### src/rtl/intc_pkg.sv
package intc_pkg;
  localparam int unsigned WORD_W = 10;

  localparam logic [WORD_W-1:0] W_IRQ_STAT = 10'h000;
  localparam logic [WORD_W-1:0] W_FIQ_STAT = 10'h001;
  localparam logic [WORD_W-1:0] W_PENDING  = 10'h002;
  localparam logic [WORD_W-1:0] W_ROUTE    = 10'h003;
  localparam logic [WORD_W-1:0] W_EN_SET   = 10'h004;
  localparam logic [WORD_W-1:0] W_EN_CLR   = 10'h005;
  localparam logic [WORD_W-1:0] W_SW_SET   = 10'h006;
  localparam logic [WORD_W-1:0] W_SW_CLR   = 10'h007;
  localparam logic [WORD_W-1:0] W_LOCK     = 10'h008;
  localparam logic [WORD_W-1:0] W_ID_BASE  = 10'h3F8;

  // Identification byte for word (W_ID_BASE + k).
  function automatic logic [7:0] id_byte(input logic [2:0] k);
    case (k)
      3'd0: id_byte = 8'h90;
      3'd1: id_byte = 8'h11;
      3'd2: id_byte = 8'h04;
      3'd3: id_byte = 8'h00;
      3'd4: id_byte = 8'h0D;
      3'd5: id_byte = 8'hF0;
      3'd6: id_byte = 8'h05;
      default: id_byte = 8'hB1;
    endcase
  endfunction
endpackage

### src/rtl/intc_setclr_reg.sv
module intc_setclr_reg #(
  parameter int unsigned W = 32
) (
  input  logic         clk,
  input  logic         rst_n,
  input  logic         set_stb,
  input  logic         clr_stb,
  input  logic [W-1:0] data,
  output logic [W-1:0] q
);
  function automatic logic [W-1:0] next_val(input logic [W-1:0] cur,
                                            input logic [W-1:0] d,
                                            input logic s, input logic c);
    logic [W-1:0] r;
    r = cur;
    if (s) r = r | d;
    if (c) r = r & ~d;
    return r;
  endfunction

  always_ff @(posedge clk) begin
    if (!rst_n) q <= '0;
    else        q <= next_val(q, data, set_stb, clr_stb);
  end

  // Shared by the enable and software-request registers.
  assert_set_lands_R5: assert property (@(posedge clk) disable iff (!rst_n)
    (set_stb && !clr_stb) |=> ((q & $past(data)) == $past(data)));
  assert_clr_lands_R6: assert property (@(posedge clk) disable iff (!rst_n)
    clr_stb |=> ((q & $past(data)) == '0));
  assert_idle_hold_R9: assert property (@(posedge clk) disable iff (!rst_n)
    (!set_stb && !clr_stb) |=> $stable(q));
endmodule

### src/rtl/intc_reg_bank.sv
module intc_reg_bank
  import intc_pkg::*;
#(
  parameter int unsigned NUM_SRC = 32,
  parameter int unsigned DATA_W  = 32
) (
  input  logic               clk,
  input  logic               rst_n,
  input  logic               wr,
  input  logic [WORD_W-1:0]  word,
  input  logic [DATA_W-1:0]  wdata,
  output logic [NUM_SRC-1:0] route_q,
  output logic [NUM_SRC-1:0] en_q,
  output logic [NUM_SRC-1:0] sw_q,
  output logic               lock_q
);
  localparam int unsigned NUM_SC = 2;

  // Named write events.
  logic wr_route_hit, wr_lock_hit, wr_ro_hit;
  logic [NUM_SC-1:0] sc_set, sc_clr;
  logic [NUM_SC-1:0][NUM_SRC-1:0] sc_q;

  assign wr_route_hit = wr && (word == W_ROUTE);
  assign wr_lock_hit  = wr && (word == W_LOCK);
  assign wr_ro_hit    = wr && (word == W_IRQ_STAT || word == W_FIQ_STAT ||
                               word == W_PENDING);
  assign sc_set[0] = wr && (word == W_EN_SET);
  assign sc_clr[0] = wr && (word == W_EN_CLR);
  assign sc_set[1] = wr && (word == W_SW_SET);
  assign sc_clr[1] = wr && (word == W_SW_CLR);

  for (genvar g = 0; g < NUM_SC; g++) begin : g_sc
    intc_setclr_reg #(.W(NUM_SRC)) u_sc (
      .clk     (clk),
      .rst_n   (rst_n),
      .set_stb (sc_set[g]),
      .clr_stb (sc_clr[g]),
      .data    (wdata[NUM_SRC-1:0]),
      .q       (sc_q[g])
    );
  end

  assign en_q = sc_q[0];
  assign sw_q = sc_q[1];

  always_ff @(posedge clk) begin
    if (!rst_n) begin
      route_q <= '0;
      lock_q  <= 1'b0;
    end else begin
      if (wr_route_hit) route_q <= wdata[NUM_SRC-1:0];
      if (wr_lock_hit)  lock_q  <= wdata[0];
    end
  end

  assert_ro_write_ignored_R9: assert property (@(posedge clk) disable iff (!rst_n)
    wr_ro_hit |=> ($stable(route_q) && $stable(en_q) && $stable(sw_q) && $stable(lock_q)));
  assert_route_write_R4: assert property (@(posedge clk) disable iff (!rst_n)
    wr_route_hit |=> (route_q == $past(wdata[NUM_SRC-1:0])));
  assert_lock_write_R7: assert property (@(posedge clk) disable iff (!rst_n)
    wr_lock_hit |=> (lock_q == $past(wdata[0])));
endmodule

### src/rtl/intc_status_calc.sv
module intc_status_calc #(
  parameter int unsigned NUM_SRC = 32
) (
  input  logic               clk,
  input  logic               rst_n,
  input  logic [NUM_SRC-1:0] hw_req,
  input  logic [NUM_SRC-1:0] sw_q,
  input  logic [NUM_SRC-1:0] en_q,
  input  logic [NUM_SRC-1:0] route_q,
  output logic [NUM_SRC-1:0] pend_vec,
  output logic [NUM_SRC-1:0] irq_vec,
  output logic [NUM_SRC-1:0] fiq_vec,
  output logic               fiq_any
);
  function automatic logic [NUM_SRC-1:0] f_normal(input logic [NUM_SRC-1:0] p,
                                                  input logic [NUM_SRC-1:0] e,
                                                  input logic [NUM_SRC-1:0] r);
    return p & e & ~r;
  endfunction

  function automatic logic [NUM_SRC-1:0] f_fast(input logic [NUM_SRC-1:0] p,
                                                input logic [NUM_SRC-1:0] r);
    return p & r;
  endfunction

  assign pend_vec = hw_req | sw_q;
  assign irq_vec  = f_normal(pend_vec, en_q, route_q);
  assign fiq_vec  = f_fast(pend_vec, route_q);
  assign fiq_any  = |fiq_vec;

  assert_paths_disjoint_R2: assert property (@(posedge clk) disable iff (!rst_n)
    (irq_vec & fiq_vec) == '0);
  assert_irq_needs_enable_R2: assert property (@(posedge clk) disable iff (!rst_n)
    (irq_vec & ~en_q) == '0);
  assert_fiq_only_routed_R3: assert property (@(posedge clk) disable iff (!rst_n)
    (fiq_vec & ~route_q) == '0);
  assert_sw_shows_pending_R1: assert property (@(posedge clk) disable iff (!rst_n)
    (sw_q & ~pend_vec) == '0);
endmodule

### src/rtl/intc_read_mux.sv
module intc_read_mux
  import intc_pkg::*;
#(
  parameter int unsigned NUM_SRC = 32,
  parameter int unsigned DATA_W  = 32
) (
  input  logic               clk,
  input  logic               rst_n,
  input  logic [WORD_W-1:0]  word,
  input  logic [NUM_SRC-1:0] irq_vec,
  input  logic [NUM_SRC-1:0] fiq_vec,
  input  logic [NUM_SRC-1:0] pend_vec,
  input  logic [NUM_SRC-1:0] route_q,
  input  logic [NUM_SRC-1:0] en_q,
  input  logic [NUM_SRC-1:0] sw_q,
  input  logic               lock_q,
  output logic [DATA_W-1:0]  rdata
);
  localparam int unsigned ID_HI = WORD_W - 3;

  function automatic logic [DATA_W-1:0] widen(input logic [NUM_SRC-1:0] v);
    logic [DATA_W-1:0] r;
    r = '0;
    r[NUM_SRC-1:0] = v;
    return r;
  endfunction

  logic id_hit, reg_hit, rd_unmapped;
  assign id_hit  = (word[WORD_W-1:3] == W_ID_BASE[WORD_W-1:3]);
  assign reg_hit = (word == W_IRQ_STAT) || (word == W_FIQ_STAT) ||
                   (word == W_PENDING)  || (word == W_ROUTE)    ||
                   (word == W_EN_SET)   || (word == W_SW_SET)   ||
                   (word == W_LOCK);
  assign rd_unmapped = !id_hit && !reg_hit;

  always_comb begin
    rdata = '0;
    case (word)
      W_IRQ_STAT: rdata = widen(irq_vec);
      W_FIQ_STAT: rdata = widen(fiq_vec);
      W_PENDING:  rdata = widen(pend_vec);
      W_ROUTE:    rdata = widen(route_q);
      W_EN_SET:   rdata = widen(en_q);
      W_SW_SET:   rdata = widen(sw_q);
      W_LOCK:     rdata[0] = lock_q;
      default: if (id_hit) rdata[7:0] = id_byte(word[2:0]);
    endcase
  end

  assert_unmapped_zero_R9: assert property (@(posedge clk) disable iff (!rst_n)
    rd_unmapped |-> (rdata == '0));
  assert_id_narrow_R8: assert property (@(posedge clk) disable iff (!rst_n)
    id_hit |-> (rdata[DATA_W-1:8] == '0));
  assert_lock_narrow_R7: assert property (@(posedge clk) disable iff (!rst_n)
    (word == W_LOCK) |-> (rdata[DATA_W-1:1] == '0));
  assert_id_width_ok: assert property (@(posedge clk) disable iff (!rst_n)
    id_hit |-> (word[WORD_W-1:3] == {ID_HI{1'b1}}));
endmodule

### src/rtl/intc_source_router.sv
module intc_source_router
  import intc_pkg::*;
#(
  parameter int unsigned NUM_SRC = 32,
  parameter int unsigned DATA_W  = 32
) (
  input  logic               clk,
  input  logic               rst_n,
  input  logic [NUM_SRC-1:0] hw_req,
  input  logic               reg_wr,
  input  logic [WORD_W-1:0]  reg_word,
  input  logic [DATA_W-1:0]  reg_wdata,
  output logic [DATA_W-1:0]  reg_rdata,
  output logic               fiq_out,
  output logic [NUM_SRC-1:0] irq_status
);
  logic [NUM_SRC-1:0] route_q, en_q, sw_q;
  logic               lock_q;
  logic [NUM_SRC-1:0] pend_vec, irq_vec, fiq_vec;
  logic               fiq_any;

  intc_reg_bank #(.NUM_SRC(NUM_SRC), .DATA_W(DATA_W)) u_bank (
    .clk     (clk),
    .rst_n   (rst_n),
    .wr      (reg_wr),
    .word    (reg_word),
    .wdata   (reg_wdata),
    .route_q (route_q),
    .en_q    (en_q),
    .sw_q    (sw_q),
    .lock_q  (lock_q)
  );

  intc_status_calc #(.NUM_SRC(NUM_SRC)) u_calc (
    .clk      (clk),
    .rst_n    (rst_n),
    .hw_req   (hw_req),
    .sw_q     (sw_q),
    .en_q     (en_q),
    .route_q  (route_q),
    .pend_vec (pend_vec),
    .irq_vec  (irq_vec),
    .fiq_vec  (fiq_vec),
    .fiq_any  (fiq_any)
  );

  intc_read_mux #(.NUM_SRC(NUM_SRC), .DATA_W(DATA_W)) u_rmux (
    .clk      (clk),
    .rst_n    (rst_n),
    .word     (reg_word),
    .irq_vec  (irq_vec),
    .fiq_vec  (fiq_vec),
    .pend_vec (pend_vec),
    .route_q  (route_q),
    .en_q     (en_q),
    .sw_q     (sw_q),
    .lock_q   (lock_q),
    .rdata    (reg_rdata)
  );

  assign fiq_out    = fiq_any;
  assign irq_status = irq_vec;

  assert_reset_clear_R10: assert property (@(posedge clk)
    !rst_n |=> (route_q == '0 && en_q == '0 && sw_q == '0 && !lock_q));
endmodule

### config.mk
export PLATFORM = sky130hd
export DESIGN_NAME = intc_source_router
export DESIGN_NICKNAME = d
export VERILOG_FILES = /design/src/rtl/intc_pkg.sv /design/src/rtl/intc_setclr_reg.sv /design/src/rtl/intc_reg_bank.sv /design/src/rtl/intc_status_calc.sv /design/src/rtl/intc_read_mux.sv /design/src/rtl/intc_source_router.sv
export SDC_FILE = /design/constraint.sdc
export NUM_CORES = 1
export LEC_CHECK = 0
export ABC_AREA = 0
export BUFFER_PORTS_ARGS = -buffer_cell sky130_fd_sc_hd__buf_4
export CAP_MARGIN = 20
export CORE_MARGIN = 5
export CORE_UTILIZATION = 30
export CTS_CLUSTER_DIAMETER = 200
export DETAILED_ROUTE_END_ITERATION = 6
export HOLD_SLACK_MARGIN = 0.1
export SLEW_MARGIN = 40
export SYNTH_ARGS = -nofsm -noshare
export SYNTH_HDL_FRONTEND = slang
export SYNTH_SLANG_ARGS = --single-unit
### constraint.sdc
create_clock -name clk -period 2.55 [get_ports clk]
set_input_delay 0.255 -clock clk [delete_from_list [all_inputs] [get_ports clk]]
set_output_delay 0.255 -clock clk [all_outputs]
set_load 0.05 [all_outputs]
After elaboration in Yosys (flattened, before gate mapping)
Cells that the tools add are included.
{"block": "word_totals", "mem_count": 0, "ff_bits": 97, "out_inout_bits": 65, "mem_bits_ro": 0, "wordCells": 49, "latch_bits": 0, "ram_bits": 0, "input_bits": 77}
{"block": "op_classes", "reduce_logical": 9, "div": 0, "magnitude_cmp": 0, "n_eq_ne": 15, "muxes": 11, "n_bitwise": 10, "n_mul": 0, "n_shift": 0, "n_addsub": 0}
{"cell": "two-way mux 32 bit", "count": 6}
{"cell": "bitwise AND 32 bit", "count": 5}
{"cell": "one-hot mux 24 bit (6 select lines)", "count": 1}
{"cell": "bitwise OR 32 bit", "count": 3}
{"cell": "inverter 32 bit", "count": 2}
{"cell": "one-hot mux 8 bit (7 select lines)", "count": 1}
{"cell": "one-hot mux 7 bit (7 select lines)", "count": 1}
{"cell": "equality test 10 x 3 -> 1 bit (second input constant)", "count": 4}
{"cell": "OR reduction 32 bit", "count": 1}
{"cell": "equality test 10 x 2 -> 1 bit (second input constant)", "count": 2}
{"cell": "equality test 10 x 1 -> 1 bit (second input constant)", "count": 1}
{"cell": "equality test 10 x 4 -> 1 bit (second input constant)", "count": 1}
{"cell": "zero test 10 bit", "count": 1}
{"cell": "equality test 3 bit (second input constant)", "count": 3}
{"cell": "two-way mux 8 bit", "count": 1}
{"cell": "equality test 7 bit (second input constant)", "count": 1}
{"cell": "one-hot mux 1 bit (7 select lines)", "count": 1}
{"cell": "equality test 3 x 2 -> 1 bit (second input constant)", "count": 2}
{"cell": "logical AND 1 bit", "count": 6}
{"cell": "equality test 3 x 1 -> 1 bit (second input constant)", "count": 1}
{"cell": "zero test 3 bit", "count": 1}

Longest topological paths before layout
{"block": "logic_depth", "depth_word": 6, "mapped_depth": 7, "depth_no_buf": 4}

Modules after synthesis
Synthesis repeated with hierarchy kept, for this count alone.
{"block": "unflattened", "cells_unflattened": 693, "area_unflattened_um2": 6438.7}
{"module": "intc_setclr_reg", "seq_area_each_um2": 640.6, "instances": 2, "area_per_inst_um2": 1271.2, "cells_each": 106}
{"module": "intc_read_mux", "seq_area_each_um2": 0.0, "instances": 1, "area_per_inst_um2": 1701.6, "cells_each": 220}
{"module": "intc_reg_bank", "seq_area_each_um2": 660.6, "instances": 1, "area_per_inst_um2": 1397.6, "cells_each": 154}
{"module": "intc_status_calc", "seq_area_each_um2": 0.0, "instances": 1, "area_per_inst_um2": 797.0, "cells_each": 107}

Least setup slack after synthesis
No wires, ideal clock.
{"block": "synth_timing", "path_type": "input to output", "from": "input port reg_word[1]", "to": "output port reg_rdata[4]", "path_slack_ns": -0.744, "required_time_ns": 2.295, "t_arrival_ns": 3.039, "path_stages": 5, "n_path_buf": 3, "path_cell_list": "buf_1 -> clkbuf_1 -> clkbuf_1 -> o22ai_1 -> o311ai_0"}
{"block": "synth_between", "elab_chain_cells": 4, "elab_cells_between_ends": 17, "cone_classes": "eq/ne: 12; mux: 3; reduce/logical: 2"}
{"item": "from (decl)", "line_no": "intc_source_router.sv:11", "text": "input logic [WORD_W-1:0] reg_word,"}
{"item": "equality test 3 bit, or another cell as far along", "line_no": "intc_pkg.sv:17", "text": "case (k)"}
{"item": "one-hot mux 8 bit (7 select lines)", "line_no": "intc_pkg.sv:17"}
{"item": "two-way mux 8 bit", "line_no": "intc_read_mux.sv:46", "text": "default: if (id_hit) rdata[7:0] = id_byte(word[2:0]);"}
{"item": "one-hot mux 7 bit (7 select lines) (*)", "line_no": "intc_read_mux.sv:38", "text": "case (word)"}
{"item": "to (decl)", "line_no": "intc_source_router.sv:13", "text": "output logic [DATA_W-1:0] reg_rdata,"}
Every way passes the cells marked *; elsewhere a longest branch is shown, timed or not.

==> load_flow_metrics.sql <==
INSERT INTO impl_metrics (metric_group, metric, value, unit) VALUES
('sta', 'timing_max_transition_violations_final', '0', ''),
('sta', 'period_needed', '2.498', 'ns'),
('grt', 'grt_pass1_wl', '39680', 'um'),
('synth', 'synth.cell_area', '6272', 'um2'),
('pwr', 'leakage', '3.004', 'nW'),
('placement', 'placement_stage_cell_area', '7761', 'um2'),
('placement', 'portBuffers', '141', ''),
('synth', 'syn_inst', '892', ''),
('route', 'topRoutingLayerUsed', 'met4', ''),
('route', 'met3_wirelength', '2239', 'um'),
('final_layout', 'finalNonFillerCells', '1284', ''),
('synth', 'syn_nets', '969', ''),
('critical_path', 'crit_path_end_kind', 'output pin', ''),
('placement', 'hpwl', '18850', 'um'),
('synth', 'dominantRegCellSynth', 'sky130_fd_sc_hd__dfxtp_1', ''),
('sta', 'setup-violations-final', '0', ''),
('final_layout', 'design.final.nets', '1086', ''),
('critical_path', 'crit_chain', 'o21ai_0, nand4_1, nor4_1, nand2_1, buf_4', ''),
('worst_hold_path', 'hold_path_class', 'input port to flop', ''),
('floorplanning', 'design.core.area', '20430', 'um2'),
('floorplanning', 'die_ar', '23900', 'um2'),
('final_layout', 'finished_cell_area', '8063', 'um2'),
('route', 'wl_per_cell', '20.12', 'um'),
('clocking', 'htreeDepth', '3', ''),
('route', 'post_drt_via_cell_ratio', '5.832', ''),
('sta', 'timing.slew.headroom', '46.73', '%'),
('critical_path', 'cp-start-kind', 'flop', ''),
('pwr', 'power_density', '419.2', 'nW/um2'),
('floorplanning', 'rows', '52', ''),
('route', 'detail_route.drc_violations', '0', ''),
('route', 'drt-met1-wl', '11200', 'um'),
('grt', 'number_of_global_route_vias_before_repair', '6929', ''),
('final_layout', 'utilization', '39.47', '%'),
('synth', 'post_synth_num_cell_types', '60', ''),
('run', 'drv.max_cap_violation_count', '0', ''),
('grt', 'grt_util_all_layers', '21.02', '%'),
('synth', 'count_of_flip_flops_with_a_built_in_enable_after_synthesis', '0', ''),
('route', 'postRouteWirelength', '25830', 'um'),
('sta', 'final_critical_path_share_of_the_clock_period', '97.97', '%'),
('critical_path', 'critical_path_required', '2.30', 'ns'),
('placement', 'dp_cells', '1268', ''),
('critical_path', 'worstSetupPathType', 'flop to output pin', ''),
('outcome', 'outcome', 'finished, final reports clean', ''),
('clocking', 'post_cts_setup_repair_buffer_count', '0', ''),
('placement', 'gp_routability_congestion', '0.9019', ''),
('clocking', 'tritoncts.num_buffers', '9', ''),
('grt', 'grt_start_max_net_pins', '74', ''),
('final_layout', 'commonest_non_fill_non_tap_cells_in_the_layout', 'sky130_fd_sc_hd__buf_4, sky130_fd_sc_hd__o21ai_0, sky130_fd_sc_hd__nor2_1', ''),
('clocking', 'cts_hold_buffers', '0', ''),
('route', 'first_iter_violations', '635', ''),
('synth', 'ys_async_sr_fraction', '0', '%'),
('clocking', 'clock_path_buffers', '2', ''),
('clocking', 'post_cts_resize_count', '0', ''),
('floorplanning', 'num_io_pins', '142', ''),
('clocking', 'tritoncts', 'built', ''),
('sta', 'max_freq', '400.3', 'MHz'),
('final_layout', 'layout_commonest_cell', 'sky130_fd_sc_hd__buf_4', ''),
('clocking', 'clk_transition_reported_paths', '0.07', 'ns'),
('clocking', 'root_buffer', 'sky130_fd_sc_hd__clkbuf_16', ''),
('final_layout', 'drive_above_1_share', '21.89', '%'),
('synth', 'synth_warnings', '0', ''),
('route', 'num_vias', '7488', ''),
('floorplanning', 'die_h', '154.6', 'um'),
('sta', 'fin_worst_skew', '0', 'ns'),
('clocking', 'clock_latency', '0.35', 'ns'),
('sta', 'max_slew.worst_pin.slew', '0.7908', 'ns'),
('critical_path', 'timing.critical_path.arrival', '2.24', 'ns'),
('pwr', 'peakVddDrop', '0.3069', 'mV'),
('synth', 'synth.ff_latch_count', '97', ''),
('grt', 'grt_overflow_total', '0', ''),
('clocking', 'clkSinkCount', '97', '');
## area by class of cell
cell class	count	area, um2
repair buffers	185	1439
fillers	2216	12370
multi-input cells	704	3998
clock inverters	7	76.32
flip-flops and latches	97	1942
inverters	12	45.04
well taps	270	337.8
clock buffers	9	225.2
## stage by stage
stage | power, W | hold WS (ns)
after global placement | 0.001987 | 0.4663
after floorplan | 0.001763 | 0.3854
after CTS | 0.003400 | 0.1273
after global routing | 0.003510 | 0.1421
after detailed placement | 0.001990 | 0.4618
final | 0.003380 | 0.1341
## kinds of logic after synthesis
| logic type | after synthesis | share of synthesized area (%) |
|---|---|---|
| muxes | 9 | 1.436 |
| xor gates and xnor gates | 1 | 0.1397 |
| and+or+nand+nor | 343 | 27.09 |
| DFF | 97 | 30.96 |
| buffers and inverters | 91 | 6.284 |
| AOI/OAI and AO/OA | 351 | 34.09 |
## worst paths after layout
kind,from,to,slack (ns),depth (start not counted)
setup / recovery,flop,fiq_out,0.05,5
setup reg to reg,u_bank.route_q[11]$_SDFFE_PN0P_,u_bank.route_q[11]$_SDFFE_PN0P_,1.80,2
hold reg to reg,flop,flop,0.48,2
hold / removal,reg_wdata[6],u_bank.route_q[6]$_SDFFE_PN0P_,0.13,3
## layer usage
layer	up-vias	GRT usage, %
met5	-	0
met4	0	7.611
met3	43	6.063
met2	315	32.95
met1	3575	27.56
li1	3555	-
## critical path: cells and delay by family, from the launching register on
| family | cells | cell delay [ns] |
|---|---|---|
| AOI/OAI and AO/OA | 1 | 0.65 |
| buffers and inverters | 1 | 0.22 |
| DFF | 1 | 0.34 |
| and+or+nand+nor | 3 | 0.67 |
## cells in the mapped netlist, types with 2 or more instances
| cell type | count | area share, % |
|---|---|---|
| sky130_fd_sc_hd__or2_2 | 3 | 0.30 |
| sky130_fd_sc_hd__mux2i_1 | 9 | 1.4 |
| sky130_fd_sc_hd__clkbuf_1 | 55 | 3.3 |
| sky130_fd_sc_hd__o21a_1 | 3 | 0.36 |
| sky130_fd_sc_hd__nand3_1 | 36 | 2.9 |
| sky130_fd_sc_hd__nor4_1 | 9 | 0.90 |
| sky130_fd_sc_hd__a21o_1 | 12 | 1.4 |
| sky130_fd_sc_hd__o22ai_1 | 3 | 0.30 |
| sky130_fd_sc_hd__a21boi_0 | 4 | 0.48 |
| sky130_fd_sc_hd__nor2b_1 | 11 | 1.1 |
| sky130_fd_sc_hd__nand4_1 | 10 | 1.0 |
| sky130_fd_sc_hd__o31ai_1 | 5 | 0.60 |
| sky130_fd_sc_hd__and2_1 | 10 | 1.0 |
| sky130_fd_sc_hd__inv_1 | 12 | 0.72 |
| sky130_fd_sc_hd__o311a_1 | 5 | 0.80 |
| sky130_fd_sc_hd__a211oi_1 | 6 | 0.72 |
| sky130_fd_sc_hd__or3_1 | 2 | 0.20 |
| sky130_fd_sc_hd__a32oi_1 | 15 | 2.1 |
| sky130_fd_sc_hd__nor4b_1 | 4 | 0.56 |
| sky130_fd_sc_hd__nor3_1 | 8 | 0.64 |
| sky130_fd_sc_hd__nor3b_1 | 28 | 3.4 |
| sky130_fd_sc_hd__buf_1 | 2 | 0.12 |
| sky130_fd_sc_hd__buf_2 | 18 | 1.4 |
| sky130_fd_sc_hd__o2111ai_1 | 3 | 0.42 |
| sky130_fd_sc_hd__and3_1 | 7 | 0.70 |
| sky130_fd_sc_hd__o2bb2ai_1 | 7 | 0.98 |
| sky130_fd_sc_hd__a2bb2oi_1 | 3 | 0.42 |
| sky130_fd_sc_hd__o21ai_0 | 161 | 13 |
| sky130_fd_sc_hd__a31oi_1 | 69 | 6.9 |
| sky130_fd_sc_hd__nor2_1 | 101 | 6.0 |
| sky130_fd_sc_hd__a21oi_1 | 33 | 2.6 |
| sky130_fd_sc_hd__and4_1 | 2 | 0.28 |
| sky130_fd_sc_hd__o221ai_1 | 10 | 1.4 |
| sky130_fd_sc_hd__buf_6 | 4 | 0.72 |
| sky130_fd_sc_hd__and3b_1 | 2 | 0.28 |
| sky130_fd_sc_hd__nand2_1 | 99 | 5.9 |
| sky130_fd_sc_hd__dfxtp_1 | 97 | 31 |
| sky130_fd_sc_hd__o311ai_0 | 2 | 0.28 |
## power breakdown
group	switching, W	internal, W
clock	0.000649	0.000768
sequential	0.000000605	0.00151
combinational	0.000280	0.000168
total	0.000930	0.00245
(Power assumes the default switching activity.)
